--- src/rtl/pct_pkg.sv ---
package pct_pkg;
  localparam int INFO_W = 2;
  localparam logic [INFO_W-1:0] INFO_BASE  = 2'b00;
  localparam logic [INFO_W-1:0] INFO_ONE   = 2'b01;
  localparam logic [INFO_W-1:0] INFO_TWO   = 2'b10;
  localparam logic [INFO_W-1:0] INFO_THREE = 2'b11;
endpackage

--- src/rtl/pct_lane_mem.sv ---
module pct_lane_mem #(
  parameter int W     = 6,
  parameter int DEPTH = 64,
  localparam int AW   = $clog2(DEPTH)
) (
  input  logic          clk,
  input  logic          we,
  input  logic [AW-1:0] waddr,
  input  logic [W-1:0]  wdata,
  input  logic [AW-1:0] raddr,
  output logic [W-1:0]  rdata
);
  logic [W-1:0] mem [DEPTH];

  always_ff @(posedge clk) begin
    if (we) mem[waddr] <= wdata;
    rdata <= mem[raddr];
  end
endmodule

--- src/rtl/pct_session.sv ---
module pct_session #(
  parameter int DEPTH = 64,
  localparam int AW   = $clog2(DEPTH),
  localparam int CW   = $clog2(DEPTH + 1)
) (
  input  logic          clk,
  input  logic          rst,
  input  logic          arm_i,
  input  logic          stop_i,
  input  logic          start_line,
  output logic          armed,
  output logic [AW-1:0] wr_ptr,
  output logic [CW-1:0] count,
  output logic          rollover,
  output logic          wrap
);
  localparam logic [AW-1:0] LAST = AW'(DEPTH - 1);
  localparam logic [CW-1:0] FULL = CW'(DEPTH);

  assign wrap = start_line && (wr_ptr == LAST);

  always_ff @(posedge clk) begin
    if (rst) begin
      armed    <= 1'b0;
      wr_ptr   <= '0;
      count    <= '0;
      rollover <= 1'b0;
    end else if (stop_i) begin
      armed <= 1'b0;
    end else if (arm_i) begin
      armed    <= 1'b1;
      wr_ptr   <= '0;
      count    <= '0;
      rollover <= 1'b0;
    end else if (start_line) begin
      wr_ptr <= wrap ? '0 : wr_ptr + 1'b1;
      if (count != FULL) count <= count + 1'b1;
      if (wrap) rollover <= 1'b1;
    end
  end
endmodule

--- src/rtl/pct_packer.sv ---
module pct_packer
  import pct_pkg::*;
#(
  parameter int PC_W  = 18,
  parameter int OFS_W = 6,
  parameter int DEPTH = 64,
  localparam int AW    = $clog2(DEPTH),
  localparam int SLOTS = PC_W / OFS_W,
  localparam int BLK_W = PC_W - OFS_W,
  localparam int FW    = $clog2(SLOTS + 1)
) (
  input  logic              clk,
  input  logic              rst,
  input  logic              restart,
  input  logic              take,
  input  logic [PC_W-1:0]   pc,
  input  logic [AW-1:0]     wr_ptr,
  input  logic              wrap,
  output logic [SLOTS-1:0]  field_we,
  output logic              info_we,
  output logic [AW-1:0]     waddr,
  output logic [PC_W-1:0]   wdata,
  output logic [INFO_W-1:0] info,
  output logic              start_line
);
  logic [BLK_W-1:0] base_q;
  logic             need_base_q;
  logic [FW-1:0]    fill_q;
  logic [AW-1:0]    cur_q;
  logic             new_blk;
  logic             new_ofs_line;

  assign new_blk      = need_base_q || (pc[PC_W-1:OFS_W] != base_q);
  assign new_ofs_line = (fill_q == '0) || (fill_q == FW'(SLOTS));

  always_comb begin
    field_we   = '0;
    info       = INFO_BASE;
    waddr      = wr_ptr;
    wdata      = {SLOTS{pc[OFS_W-1:0]}};
    start_line = 1'b0;
    if (take) begin
      if (new_blk) begin
        field_we   = '1;
        wdata      = pc;
        start_line = 1'b1;
      end else if (new_ofs_line) begin
        field_we[0] = 1'b1;
        info        = INFO_ONE;
        start_line  = 1'b1;
      end else begin
        waddr = cur_q;
        info  = INFO_W'(fill_q) + 1'b1;
        for (int k = 0; k < SLOTS; k++)
          if (fill_q == FW'(k)) field_we[k] = 1'b1;
      end
    end
  end

  assign info_we = |field_we;

  always_ff @(posedge clk) begin
    if (rst || restart) begin
      base_q      <= '0;
      need_base_q <= 1'b1;
      fill_q      <= '0;
      cur_q       <= '0;
    end else if (take) begin
      if (new_blk) begin
        base_q      <= pc[PC_W-1:OFS_W];
        need_base_q <= wrap;
        fill_q      <= '0;
        cur_q       <= wr_ptr;
      end else if (new_ofs_line) begin
        need_base_q <= wrap;
        fill_q      <= FW'(1);
        cur_q       <= wr_ptr;
      end else begin
        fill_q <= fill_q + 1'b1;
      end
    end
  end
endmodule

--- src/rtl/pc_trace_packer.sv ---
module pc_trace_packer
  import pct_pkg::*;
#(
  parameter int PC_W  = 18,
  parameter int OFS_W = 6,
  parameter int DEPTH = 64,
  localparam int AW     = $clog2(DEPTH),
  localparam int CW     = $clog2(DEPTH + 1),
  localparam int SLOTS  = PC_W / OFS_W,
  localparam int LINE_W = PC_W + INFO_W
) (
  input  logic              clk,
  input  logic              rst,
  input  logic              arm_i,
  input  logic              stop_i,
  input  logic              pc_valid_i,
  input  logic [PC_W-1:0]   pc_i,
  input  logic [AW-1:0]     rd_addr_i,
  output logic [LINE_W-1:0] rd_data_o,
  output logic              armed_o,
  output logic [AW-1:0]     wr_ptr_o,
  output logic [CW-1:0]     line_count_o,
  output logic              rollover_o
);
  logic              take;
  logic              restart;
  logic              wrap;
  logic              start_line;
  logic [SLOTS-1:0]  field_we;
  logic              info_we;
  logic [AW-1:0]     waddr;
  logic [PC_W-1:0]   wdata;
  logic [INFO_W-1:0] info;

  assign restart = arm_i && !stop_i;
  assign take    = pc_valid_i && armed_o && !arm_i && !stop_i;

  pct_session #(.DEPTH(DEPTH)) u_session (
    .clk(clk), .rst(rst), .arm_i(arm_i), .stop_i(stop_i),
    .start_line(start_line), .armed(armed_o), .wr_ptr(wr_ptr_o),
    .count(line_count_o), .rollover(rollover_o), .wrap(wrap)
  );

  pct_packer #(.PC_W(PC_W), .OFS_W(OFS_W), .DEPTH(DEPTH)) u_packer (
    .clk(clk), .rst(rst), .restart(restart), .take(take), .pc(pc_i),
    .wr_ptr(wr_ptr_o), .wrap(wrap), .field_we(field_we), .info_we(info_we),
    .waddr(waddr), .wdata(wdata), .info(info), .start_line(start_line)
  );

  for (genvar g = 0; g < SLOTS; g++) begin : g_field
    pct_lane_mem #(.W(OFS_W), .DEPTH(DEPTH)) u_mem (
      .clk(clk), .we(field_we[g]), .waddr(waddr),
      .wdata(wdata[g*OFS_W +: OFS_W]), .raddr(rd_addr_i),
      .rdata(rd_data_o[g*OFS_W +: OFS_W])
    );
  end

  pct_lane_mem #(.W(INFO_W), .DEPTH(DEPTH)) u_info_mem (
    .clk(clk), .we(info_we), .waddr(waddr), .wdata(info),
    .raddr(rd_addr_i), .rdata(rd_data_o[LINE_W-1:PC_W])
  );
endmodule

--- config.mk ---
export PLATFORM = sky130hd
export DESIGN_NAME = pc_trace_packer
export DESIGN_NICKNAME = d
export VERILOG_FILES = /design/src/rtl/pct_pkg.sv /design/src/rtl/pct_lane_mem.sv /design/src/rtl/pct_session.sv /design/src/rtl/pct_packer.sv /design/src/rtl/pc_trace_packer.sv
export SDC_FILE = /design/constraint.sdc
export NUM_CORES = 1
export LEC_CHECK = 0
export BUFFER_PORTS_ARGS = -buffer_cell sky130_fd_sc_hd__buf_2
export CAP_MARGIN = 20
export CORE_ASPECT_RATIO = 1.1
export CORE_UTILIZATION = 45
export DETAILED_ROUTE_END_ITERATION = 10
export MAX_ROUTING_LAYER = met4
export PLACE_DENSITY = 0.7
export SLEW_MARGIN = 40
export SYNTH_ARGS = -nofsm -noshare
export SYNTH_HDL_FRONTEND = slang
export SYNTH_SLANG_ARGS = --single-unit
--- constraint.sdc ---
create_clock -name clk -period 7.1 [get_ports clk]
set_input_delay 0.71 -clock clk [delete_from_list [all_inputs] [get_ports clk]]
set_output_delay 0.71 -clock clk [all_outputs]
set_load 0.05 [all_outputs]
==> summary.json, run 1 <==
{
  "outcome": "finished clean",
  "route.detailed.drc": 0,
  "critical_path.slowest_cell": "mux2i_1",
  "cts-buffers-inserted": 135,
  "worst_setup_path_startpoint": "u_packer.base_q[0]$_SDFFE_PP0P_",
  "cts.repair_timing.setup_buffer_count": 0,
  "power.internal_w": 0.0129,
  "clkSlewWorstSetupHoldPaths_ps": 50,
  "place.port_buffers": 63,
  "beginning_of_the_worst_register_to_register_path": "u_packer.base_q[0]$_SDFFE_PP0P_",
  "synthDistinctLibCells": 52,
  "timing.critical_path.required_ps": 7510,
  "first_iter_violations": 3023,
  "timing.final.max_slew_violations": 0,
  "ioPinCount": 64,
  "start_kind": "flop",
  "fmax_ghz": 0.246,
  "die_width_um": 328,
  "worstHoldStart": "pc_i[14]",
  "finalWeightedCongestion": 0.891,
  "combinationalPowerShare": 0.046,
  "timing.final.crit_period_ps": 4070,
  "synthToLayoutAreaGrowth_pct": 13.0,
  "cell_by_cell_trace_of_the_critical_path": "nor2b_1, a2111oi_2, nand4_2, nor3_4, buf_6, buf_12, mux2i_1, nor2_1",
  "post_dp_cell_area_um2": 54900,
  "timing.setup.tns_ps": 0,
  "synth_top_cell_by_area": "edfxtp_1",
  "worstPathMaxFanout": 56,
  "cts.hold.buffers_added": 0,
  "ctsLongestPathBuffers": 3,
  "rsz0062_at_grt": "no",
  "cts-root-buf": "clkbuf_16",
  "design.die.area_um2": 118000,
  "avgViaCountPerCell": 6.03,
  "grt_antenna_before_repair": 1,
  "tritoncts": "built",
  "seq_area_frac_synth": 0.753,
  "synth_seq_cells": 1336,
  "largest_net_degree_at_the_start_of_global_routing": 81,
  "synthesis.area_um2": 52500,
  "final_layout_size_suffix_gt1_frac": 0.236,
  "track_usage": 0.220,
  "synth.area.top_cells": "edfxtp_1, mux4_2, a22oi_1",
  "cp_arrival_ps": 4480,
  "synth-async-reset-ratio": 0,
  "clkLatencyLatePin_ps": 770,
  "antenna_left": 0,
  "hold_viol_final": 0,
  "wirelength_um": 125000,
  "hold-worst-slack_ps": 221,
  "synthesis.nets": 2782,
  "row_count": 131,
  "yosys.area.top_type_share": 0.732,
  "setup-violations-final": 0,
  "p_switching_w": 0.00347,
  "timing.max_cap.violations": 0,
  "power_share_of_the_sequential_group": 0.529,
  "wire_per_inst_um": 27.9,
  "synth_edf_count": 1280,
  "timing.setup.critical_path_class": "reg2reg",
  "finalCritPeriodShare": 0.573,
  "synthCells": 2747,
  "vias_in_the_first_global_route": 27900,
  "die-height_um": 360,
  "slew-limit-headroom": 0.417,
  "detailed_place_hpwl_um": 79900,
  "cpPeakStageDelay_ps": 760,
  "synth.cells.most_frequent": "edfxtp_1, nor2_1, mux4_2",
  "clock_power_share": 0.426,
  "endpoint_class_of_the_critical_path": "flop",
  "number_of_vias_in_the_routed_layout": 27000,
  "synth.avg_cell_area_um2": 19.1,
  "layout.cell_area.non_filler_um2": 59400,
  "globalRouteOverflowTotal": 0,
  "final_core_utilization": 0.512,
  "place_ws_ps": 2480,
  "synthesis.yosys.warnings": 0,
  "floorplan.initialDensity": 0.453,
  "clock-sinks": 1336,
  "cellLeakagePower_nw": 18.6,
  "fin_nets": 2881,
  "fillers": 8827,
  "dominantRegCellSynth": "edfxtp_1",
  "sw_frac_of_total": 0.212,
  "core_area_um2": 116000,
  "postCtsResizedCells": 0,
  "pwr_density_cell_nw_per_um2": 276,
  "leading_cell_type_by_number_of_instances_after_synthesis": "edfxtp_1",
  "worstMarginPinSlew_ps": 850,
  "ir_drop_uv": 270,
  "grt_first_pass_wirelength_um": 183000,
  "cts_max_level": 4,
  "skew_ps": 42.5,
  "final.setup.worst_slack_ps": 3030,
  "drt_pre_antenna_iters": 6,
  "timing.hold.worst.class": "in2reg"
}
-- layer usage --
layer / global-route usage / part of all wire / up-vias
li1: - / - / 11300
met1: 0.270 / 0.37 / 14000
met2: 0.352 / 0.50 / 1418
met3: 0.0489 / 0.089 / 282
met4: 0.0944 / 0.040 / 0
met5: - / 0 / -
-- final timing paths --
check / slack, ps / cells past startpoint / to
setup / recovery: 3030 / 8 / g_field[2].u_mem.mem[2][3]$_DFFE_PP_
hold / removal: 220 / 3 / u_packer.base_q[8]$_SDFFE_PP0P_
setup reg to reg: 3030 / 8 / g_field[2].u_mem.mem[2][3]$_DFFE_PP_
hold reg to reg: 460 / 1 / u_session.rollover$_SDFFE_PP0P_
-- cells in the final DEF (no fill, tap or decap), drive strengths merged, types with 8 or more instances in the layout --
cell type / n
nor2: 350
nand4: 9
clkinv: 62
a22oi: 200
bufinv: 11
nand3: 14
nand2: 138
a21oi: 22
nor3: 9
inv: 24
dfxtp: 56
nand2b: 8
or3: 12
edfxtp: 1280
mux2i: 44
buf: 126
o21ai: 19
a32oi: 10
mux4: 320
clkbuf: 162
or2: 8
-- area by class of cell --
class	instances	area, um2	share of cell area
Antenna cell	1	2.50	0.0000422
Clock buffer	162	3540	0.0597
Clock inverter	84	831	0.0140
Inverter	17	63.8	0.00108
Multi-Input combinational cell	1230	12500	0.210
Sequential cell	1336	39600	0.666
Tap cell	1529	1910	0.0322
Timing Repair Buffer	126	995	0.0168
-- through the flow --
step	power, W	cells
6_report	0.0164	4485
4_1_cts	0.0164	4477
3_5_place_dp	0.00956	4231
2_1_floorplan	0.00927	2747
5_1_grt	0.0168	4485
3_3_place_gp	0.00954	4227
-- worst max-delay path, delay by kind of cell, from the launching register on --
kind / cells / cell delay (ps)
buffers and inverters: 2 / 550
DFF: 1 / 360
muxes: 1 / 760
and+or+nand+nor: 4 / 1350
AOI/OAI and AO/OA: 1 / 630
-- kinds of logic after synthesis --
logic type | after synthesis | share of synthesized area
adders and majority gates | 6 | 0.00143
and+or+nand+nor | 578 | 0.0461
DFF | 1336 | 0.753
AOI/OAI and AO/OA | 266 | 0.0366
muxes | 371 | 0.147
buffers and inverters | 181 | 0.0141
xor gates and xnor gates | 9 | 0.00150
-- flip-flops by register name, indices dropped and copies added, names as in the netlist --
signal and flops:
g_field.u_mem.mem 1152, g_field.u_mem.rdata 18, u_info_mem.mem 128, u_info_mem.rdata 2, u_packer.base_q 12, u_packer.cur_q 6, u_packer.fill_q 2, u_packer.need_base_q 1
u_session.armed 1, u_session.count 7, u_session.rollover 1, u_session.wr_ptr 6
-- power groups by stage --
stage          Combinational, W  Clock, W  Sequential, W
6_report               0.000748   0.00696        0.00865
5_1_grt                0.000791   0.00734        0.00864
4_1_cts                0.000745   0.00705        0.00865
3_5_place_dp           0.000743         0        0.00881
3_3_place_gp           0.000722         0        0.00881
2_1_floorplan          0.000396         0        0.00887
(Power assumes the default switching activity.)
==> run 2: changes to the inputs <==
PLACE_DENSITY = 0.72   (was 0.7)
clock period = 3.7 ns   (was 7.1 ns; I/O delays follow)
==> run 2 against run 1 <==
Effect of this change:
- utilization is 0.47 points higher
- highest routed layer unchanged
- largest cell class unchanged
- design area grew 0.93%
- die area stayed put
- sequential power increased by 92%
- clock-buffer cell count grew 4
==> summary.json, run 2 (synthesis results as in run 1) <==
{
  "sw_frac_of_total": 0.213,
  "critical-path-top-delay-family": "buffers and inverters",
  "cp_arrival_ps": 3820,
  "grt_first_pass_wirelength_um": 180000,
  "start_kind": "input pin",
  "ctsLongestPathBuffers": 3,
  "core_area_um2": 116000,
  "cts_max_level": 4,
  "largest_reg_flops": 1152,
  "wirelength_um": 121000,
  "place_ws_ps": 137,
  "critical_path.slowest_cell": "mux2i_1",
  "wire_per_inst_um": 26.5,
  "detailed_place_hpwl_um": 77300,
  "clkSlewWorstSetupHoldPaths_ps": 70,
  "slew-limit-headroom": 0.414,
  "hold-worst-slack_ps": 23.8,
  "timing.final.max_slew_violations": 0,
  "layout_common_cells": "edfxtp_1, nor2_1, mux4_2, a22oi_1, nand2_1",
  "finalCritPeriodShare": 0.925,
  "finalWeightedCongestion": 0.865,
  "worstMarginPinSlew_ps": 854,
  "cellLeakagePower_nw": 19.0,
  "clock-sinks": 1336,
  "row_count": 131,
  "largest_net_degree_at_the_start_of_global_routing": 81,
  "timing.hold.worst.class": "in2reg",
  "timing.max_cap.violations": 0,
  "timing.setup.critical_path_class": "in2reg",
  "globalRouteOverflowTotal": 0,
  "route.detailed.drc": 0,
  "skew_ps": 39.0,
  "drt_pre_antenna_iters": 6,
  "post_dp_cell_area_um2": 55600,
  "cpPeakStageDelay_ps": 740,
  "final.setup.worst_slack_ps": 277,
  "clock_power_share": 0.416,
  "avgViaCountPerCell": 5.88,
  "mostFrequentLayoutCell": "edfxtp_1",
  "ioPinCount": 64,
  "combinationalPowerShare": 0.048,
  "p_switching_w": 0.00658,
  "setup-violations-final": 0,
  "track_usage": 0.215,
  "critical_path_buf_inv_count": 4,
  "synthToLayoutAreaGrowth_pct": 14.1,
  "cell_by_cell_trace_of_the_critical_path": "dlygate4sd3_1, buf_2, nor2b_1, a2111oi_2, nand4_2, nor3_4, buf_12, buf_4, mux2i_1, nor2_1",
  "place.port_buffers": 63,
  "worstPathMaxFanout": 44,
  "power_share_of_the_sequential_group": 0.536,
  "power.internal_w": 0.0244,
  "die-height_um": 360,
  "layout.cell_area.non_filler_um2": 59900,
  "postCtsResizedCells": 0,
  "number_of_vias_in_the_routed_layout": 26900,
  "design.die.area_um2": 118000,
  "biggestRegsByFlops": "g_field.u_mem.mem x1152, u_info_mem.mem x128, g_field.u_mem.rdata x18",
  "cts-buffers-inserted": 132,
  "pwr_density_cell_nw_per_um2": 516,
  "timing.critical_path.required_ps": 4100,
  "first_iter_violations": 3032,
  "clkLatencyLatePin_ps": 750,
  "timing.final.crit_period_ps": 3420,
  "endpoint_class_of_the_critical_path": "flop",
  "cts-root-buf": "clkbuf_16",
  "floorplan.initialDensity": 0.453,
  "vias_in_the_first_global_route": 27600,
  "antenna_left": 0,
  "largest_register": "g_field.u_mem.mem",
  "rsz0062_at_grt": "no",
  "fmax_ghz": 0.292,
  "fin_nets": 2966,
  "die_width_um": 328,
  "tritoncts": "built",
  "hold_viol_final": 0,
  "ir_drop_uv": 525,
  "outcome": "finished clean",
  "grt_antenna_before_repair": 2,
  "final_layout_size_suffix_gt1_frac": 0.246
}
-- run 2: timing repair --
| action | 4_1_cts | 5_1_grt |
|---|---|---|
| hold buffers | 17 | 0 |
| endpoints found under the setup margin | 0 | 0 |
| setup buffers | 0 | 0 |
| endpoints found under the hold margin | 19 | 0 |
-- run 2: area by class of cell --
| class | instances | area, um2 |
|---|---|---|
| Fill cell | 8907 | 56000 |
| Tap cell | 1529 | 1910 |
| Clock inverter | 73 | 577 |
| Clock buffer | 166 | 3550 |
| Antenna cell | 3 | 7.51 |
| Inverter | 17 | 63.8 |
| Sequential cell | 1336 | 39600 |
| Multi-Input combinational cell | 1230 | 12400 |
| Timing Repair Buffer | 214 | 1830 |
-- run 2: routing by layer --
metal | vias up | global-route usage | part of all wire
met5 | - | - | 0
met4 | 0 | 0.0783 | 0.035
met3 | 248 | 0.0477 | 0.089
met2 | 1247 | 0.342 | 0.50
met1 | 13800 | 0.271 | 0.38
li1 | 11600 | - | -
-- run 2: power by group through the flow --
stage / Combinational, W / Sequential [W] / Clock [W]
detailed placement: 0.00147 / 0.0169 / 0
global placement: 0.00145 / 0.0169 / 0
CTS: 0.00149 / 0.0166 / 0.0130
global route: 0.00158 / 0.0166 / 0.0136
floorplan: 0.000762 / 0.0170 / 0
finish: 0.00149 / 0.0166 / 0.0129
-- run 2: worst paths after layout --
path | startpoint | to | slack, ps | depth (start not counted)
hold / removal | pc_i[2] | g_field[0].u_mem.mem[63][2]$_DFFE_PP_ | 20 | 1
setup / recovery | pc_i[6] | g_field[1].u_mem.mem[50][4]$_DFFE_PP_ | 280 | 10
hold reg to reg | u_packer.base_q[8]$_SDFFE_PP0P_ | u_packer.base_q[8]$_SDFFE_PP0P_ | 470 | 2
setup reg to reg | u_packer.base_q[0]$_SDFFE_PP0P_ | g_field[1].u_mem.mem[50][4]$_DFFE_PP_ | 300 | 8
-- run 2: metrics by stage --
step	std cells	total power (W)	setup TNS, ps	util
final	4568	0.0309	0	0.517
after detailed placement	4307	0.0184	0	0.479
after global routing	4567	0.0318	0	0.517
after floorplan	2747	0.0178	-42060	-
after global placement	4306	0.0184	0	0.479
after CTS	4563	0.0311	0	0.516
==> run 3: changes to the inputs <==
RECOVER_POWER = 50   (was unset)
==> run 3 against run 2 <==
Effect of this change:
- total power about the same
- fmax shrank 1.2%
- critical path type unchanged
- critical path depth shrank 1
- combinational power about the same
- sequential share of layout area increased by 0.38 points
- the flow now finishes with violations (max-capacitance violations, max-slew violations)
- global-route usage did not move
- clock-buffer cell count unchanged
- worst setup slack lost 41 ps
- wire length increased by 0.12%
- worst hold slack better by 94 ps
- utilization decreased by 0.30 points
==> summary.json, run 3 (synthesis results as in run 1) <==
{
  "skew_ps": 38.4,
  "die-height_um": 360,
  "timing.final.crit_period_ps": 3460,
  "critical_path_buf_inv_count": 5,
  "ff2ff_setup_slack_ps": 340,
  "die_width_um": 328,
  "synthToLayoutAreaGrowth_pct": 13.4,
  "hold_viol_final": 0,
  "critical-path-top-delay-family": "buffers and inverters",
  "path_common_cell": "dlygate4sd3_1",
  "fmax_ghz": 0.289,
  "layout.cell_area.non_filler_um2": 59600,
  "worstMarginPinSlew_ps": 2850,
  "endpoint_class_of_the_critical_path": "flop",
  "cts-buffers-inserted": 132,
  "floorplan.initialDensity": 0.453,
  "drt_pre_antenna_iters": 8,
  "ir_drop_uv": 526,
  "power_share_of_the_sequential_group": 0.537,
  "route.detailed.drc": 0,
  "cell_by_cell_trace_of_the_critical_path": "dlygate4sd3_1, buf_2, nand4bb_1, clkbuf_1, a21oi_1, buf_4, or3_1, a31oi_1, dlygate4sd3_1",
  "first_iter_violations": 3215,
  "ioPinCount": 64,
  "clkLatencyLatePin_ps": 750,
  "combinationalPowerShare": 0.047,
  "wire_per_inst_um": 26.5,
  "final_layout_size_suffix_gt1_frac": 0.217,
  "number_of_vias_in_the_routed_layout": 27000,
  "worstSetupPathDepth": 9,
  "core_area_um2": 116000,
  "timing.max_cap.violations": 7,
  "cts_max_level": 4,
  "totalPowerFinal_w": 0.0309,
  "grt_antenna_before_repair": 2,
  "timing.setup.critical_path_class": "in2reg",
  "critical_path.slowest_cell": "clkbuf_1",
  "wirelength_um": 121000,
  "sw_frac_of_total": 0.212,
  "rsz0062_at_grt": "no",
  "place.port_buffers": 63,
  "track_usage": 0.215,
  "worstPathMaxFanout": 20,
  "worst_setup_path_startpoint": "stop_i",
  "finalWeightedCongestion": 0.865,
  "fin_nets": 2966,
  "outcome": "finished, violations left",
  "cts-root-buf": "clkbuf_16",
  "timing.hold.worst.class": "in2reg",
  "mostFrequentLayoutCell": "edfxtp_1",
  "cellLeakagePower_nw": 18.6,
  "timing.critical_path.required_ps": 4390,
  "pwr_density_cell_nw_per_um2": 519,
  "postCtsResizedCells": 0,
  "clkSlewWorstSetupHoldPaths_ps": 70,
  "vias_in_the_first_global_route": 27600,
  "design.die.area_um2": 118000,
  "setup-violations-final": 0,
  "timing.setup.tns_ps": 0,
  "rr_endpoint": "g_field[1].u_mem.mem[50][4]$_DFFE_PP_",
  "row_count": 131,
  "violations_in_the_final_reports": "max-capacitance violations, max-slew violations",
  "grt_first_pass_wirelength_um": 180000,
  "largest_reg_flops": 1152,
  "globalRouteOverflowTotal": 0,
  "finalCritPeriodShare": 0.936,
  "ctsLongestPathBuffers": 3,
  "avgViaCountPerCell": 5.91,
  "detailed_place_hpwl_um": 77300,
  "largest_net_degree_at_the_start_of_global_routing": 81,
  "cp_arrival_ps": 4160,
  "largest_register": "g_field.u_mem.mem",
  "power.internal_w": 0.0243,
  "r2r.worst_path.cells": 8,
  "antenna_left": 0,
  "endpoint": "u_session.wr_ptr[1]$_SDFFE_PP0P_",
  "layout_common_cells": "edfxtp_1, nor2_1, mux4_2, a22oi_1, nand2_1",
  "slew-limit-headroom": -0.902,
  "clock_power_share": 0.416,
  "cpPeakStageDelay_ps": 1030,
  "beginning_of_the_worst_register_to_register_path": "u_packer.base_q[0]$_SDFFE_PP0P_",
  "tritoncts": "built",
  "timing.final.max_slew_violations": 380,
  "start_kind": "input pin",
  "post_dp_cell_area_um2": 55600,
  "worstHoldStart": "arm_i",
  "clock-sinks": 1336,
  "biggestRegsByFlops": "g_field.u_mem.mem x1152, u_info_mem.mem x128, g_field.u_mem.rdata x18",
  "p_switching_w": 0.00657
}
==> run 3: changes by cell type in the layout (fill, tap and decap cells not counted), moves of 4 or more <==
cell | previous run | this run
clkbuf_1 | 27 | 109
clkbuf_2 | 0 | 4
buf_4 | 108 | 67
buf_2 | 61 | 20
==> run 3: per-layer routing <==
layer  vias up  GRT usage  share of wire
met5         -          -              0
met4         0     0.0783          0.037
met3       274     0.0477          0.087
met2      1276      0.342           0.50
met1     13900      0.271           0.38
li1      11600          -              -
==> run 3: power by group through the flow <==
stage | sequential, W | combinational, W | clock (W)
finish | 0.0166 | 0.00146 | 0.0128
detailed placement | 0.0169 | 0.00147 | 0
global route | 0.0166 | 0.00155 | 0.0136
CTS | 0.0166 | 0.00149 | 0.0130
floorplan | 0.0170 | 0.000762 | 0
global placement | 0.0169 | 0.00145 | 0
==> run 3: worst register-to-register path, cell delays in order, from the launching register on <==
cell	delay (ps)
dfxtp_1	360
nor2b_1	70
a2111oi_2	560
nand4_2	220
nor3_4	250
buf_12	270
buf_4	290
mux2i_1	710
nor2_1	330
==> run 3: worst min-delay path by stage <==
stage | end | slack [ps] | cells after the start
detailed placement | u_packer.base_q[8]$_SDFFE_PP0P_ | 470 | 2
CTS | g_field[0].u_mem.mem[63][2]$_DFFE_PP_ | 8 | 1
floorplan | u_session.wr_ptr[1]$_SDFFE_PP0P_ | 440 | 1
global route | u_session.wr_ptr[4]$_SDFFE_PP0P_ | 160 | 3
global placement | u_packer.base_q[8]$_SDFFE_PP0P_ | 460 | 2
finish | u_session.wr_ptr[4]$_SDFFE_PP0P_ | 120 | 3
==> run 3: layout make-up <==
type	count	area [um2]
Tap cell	1529	1910
Clock buffer	166	3550
Sequential cell	1336	39600
Multi-Input combinational cell	1230	12400
Clock inverter	73	577
Antenna cell	2	5.00
Inverter	17	63.8
Timing Repair Buffer	214	1550
Fill cell	8991	56300
==> run 3: what timing repair did <==
action                    4_1_cts  5_1_grt
hold buffers                   17        0
hold endpoints to repair       19        0
setup buffers                   0        0
==> run 3: stage by stage <==
stage / hold WS (ps) / instances / worst slack (ps) / utilization
final: 118 / 4567 / 236 / 0.514
after global placement: 456 / 4306 / 105 / 0.479
after floorplan: 439 / 2747 / -110 / -
after detailed placement: 473 / 4307 / 137 / 0.479
after global routing: 163 / 4567 / 77.9 / 0.514
after CTS: 8.49 / 4563 / 361 / 0.516
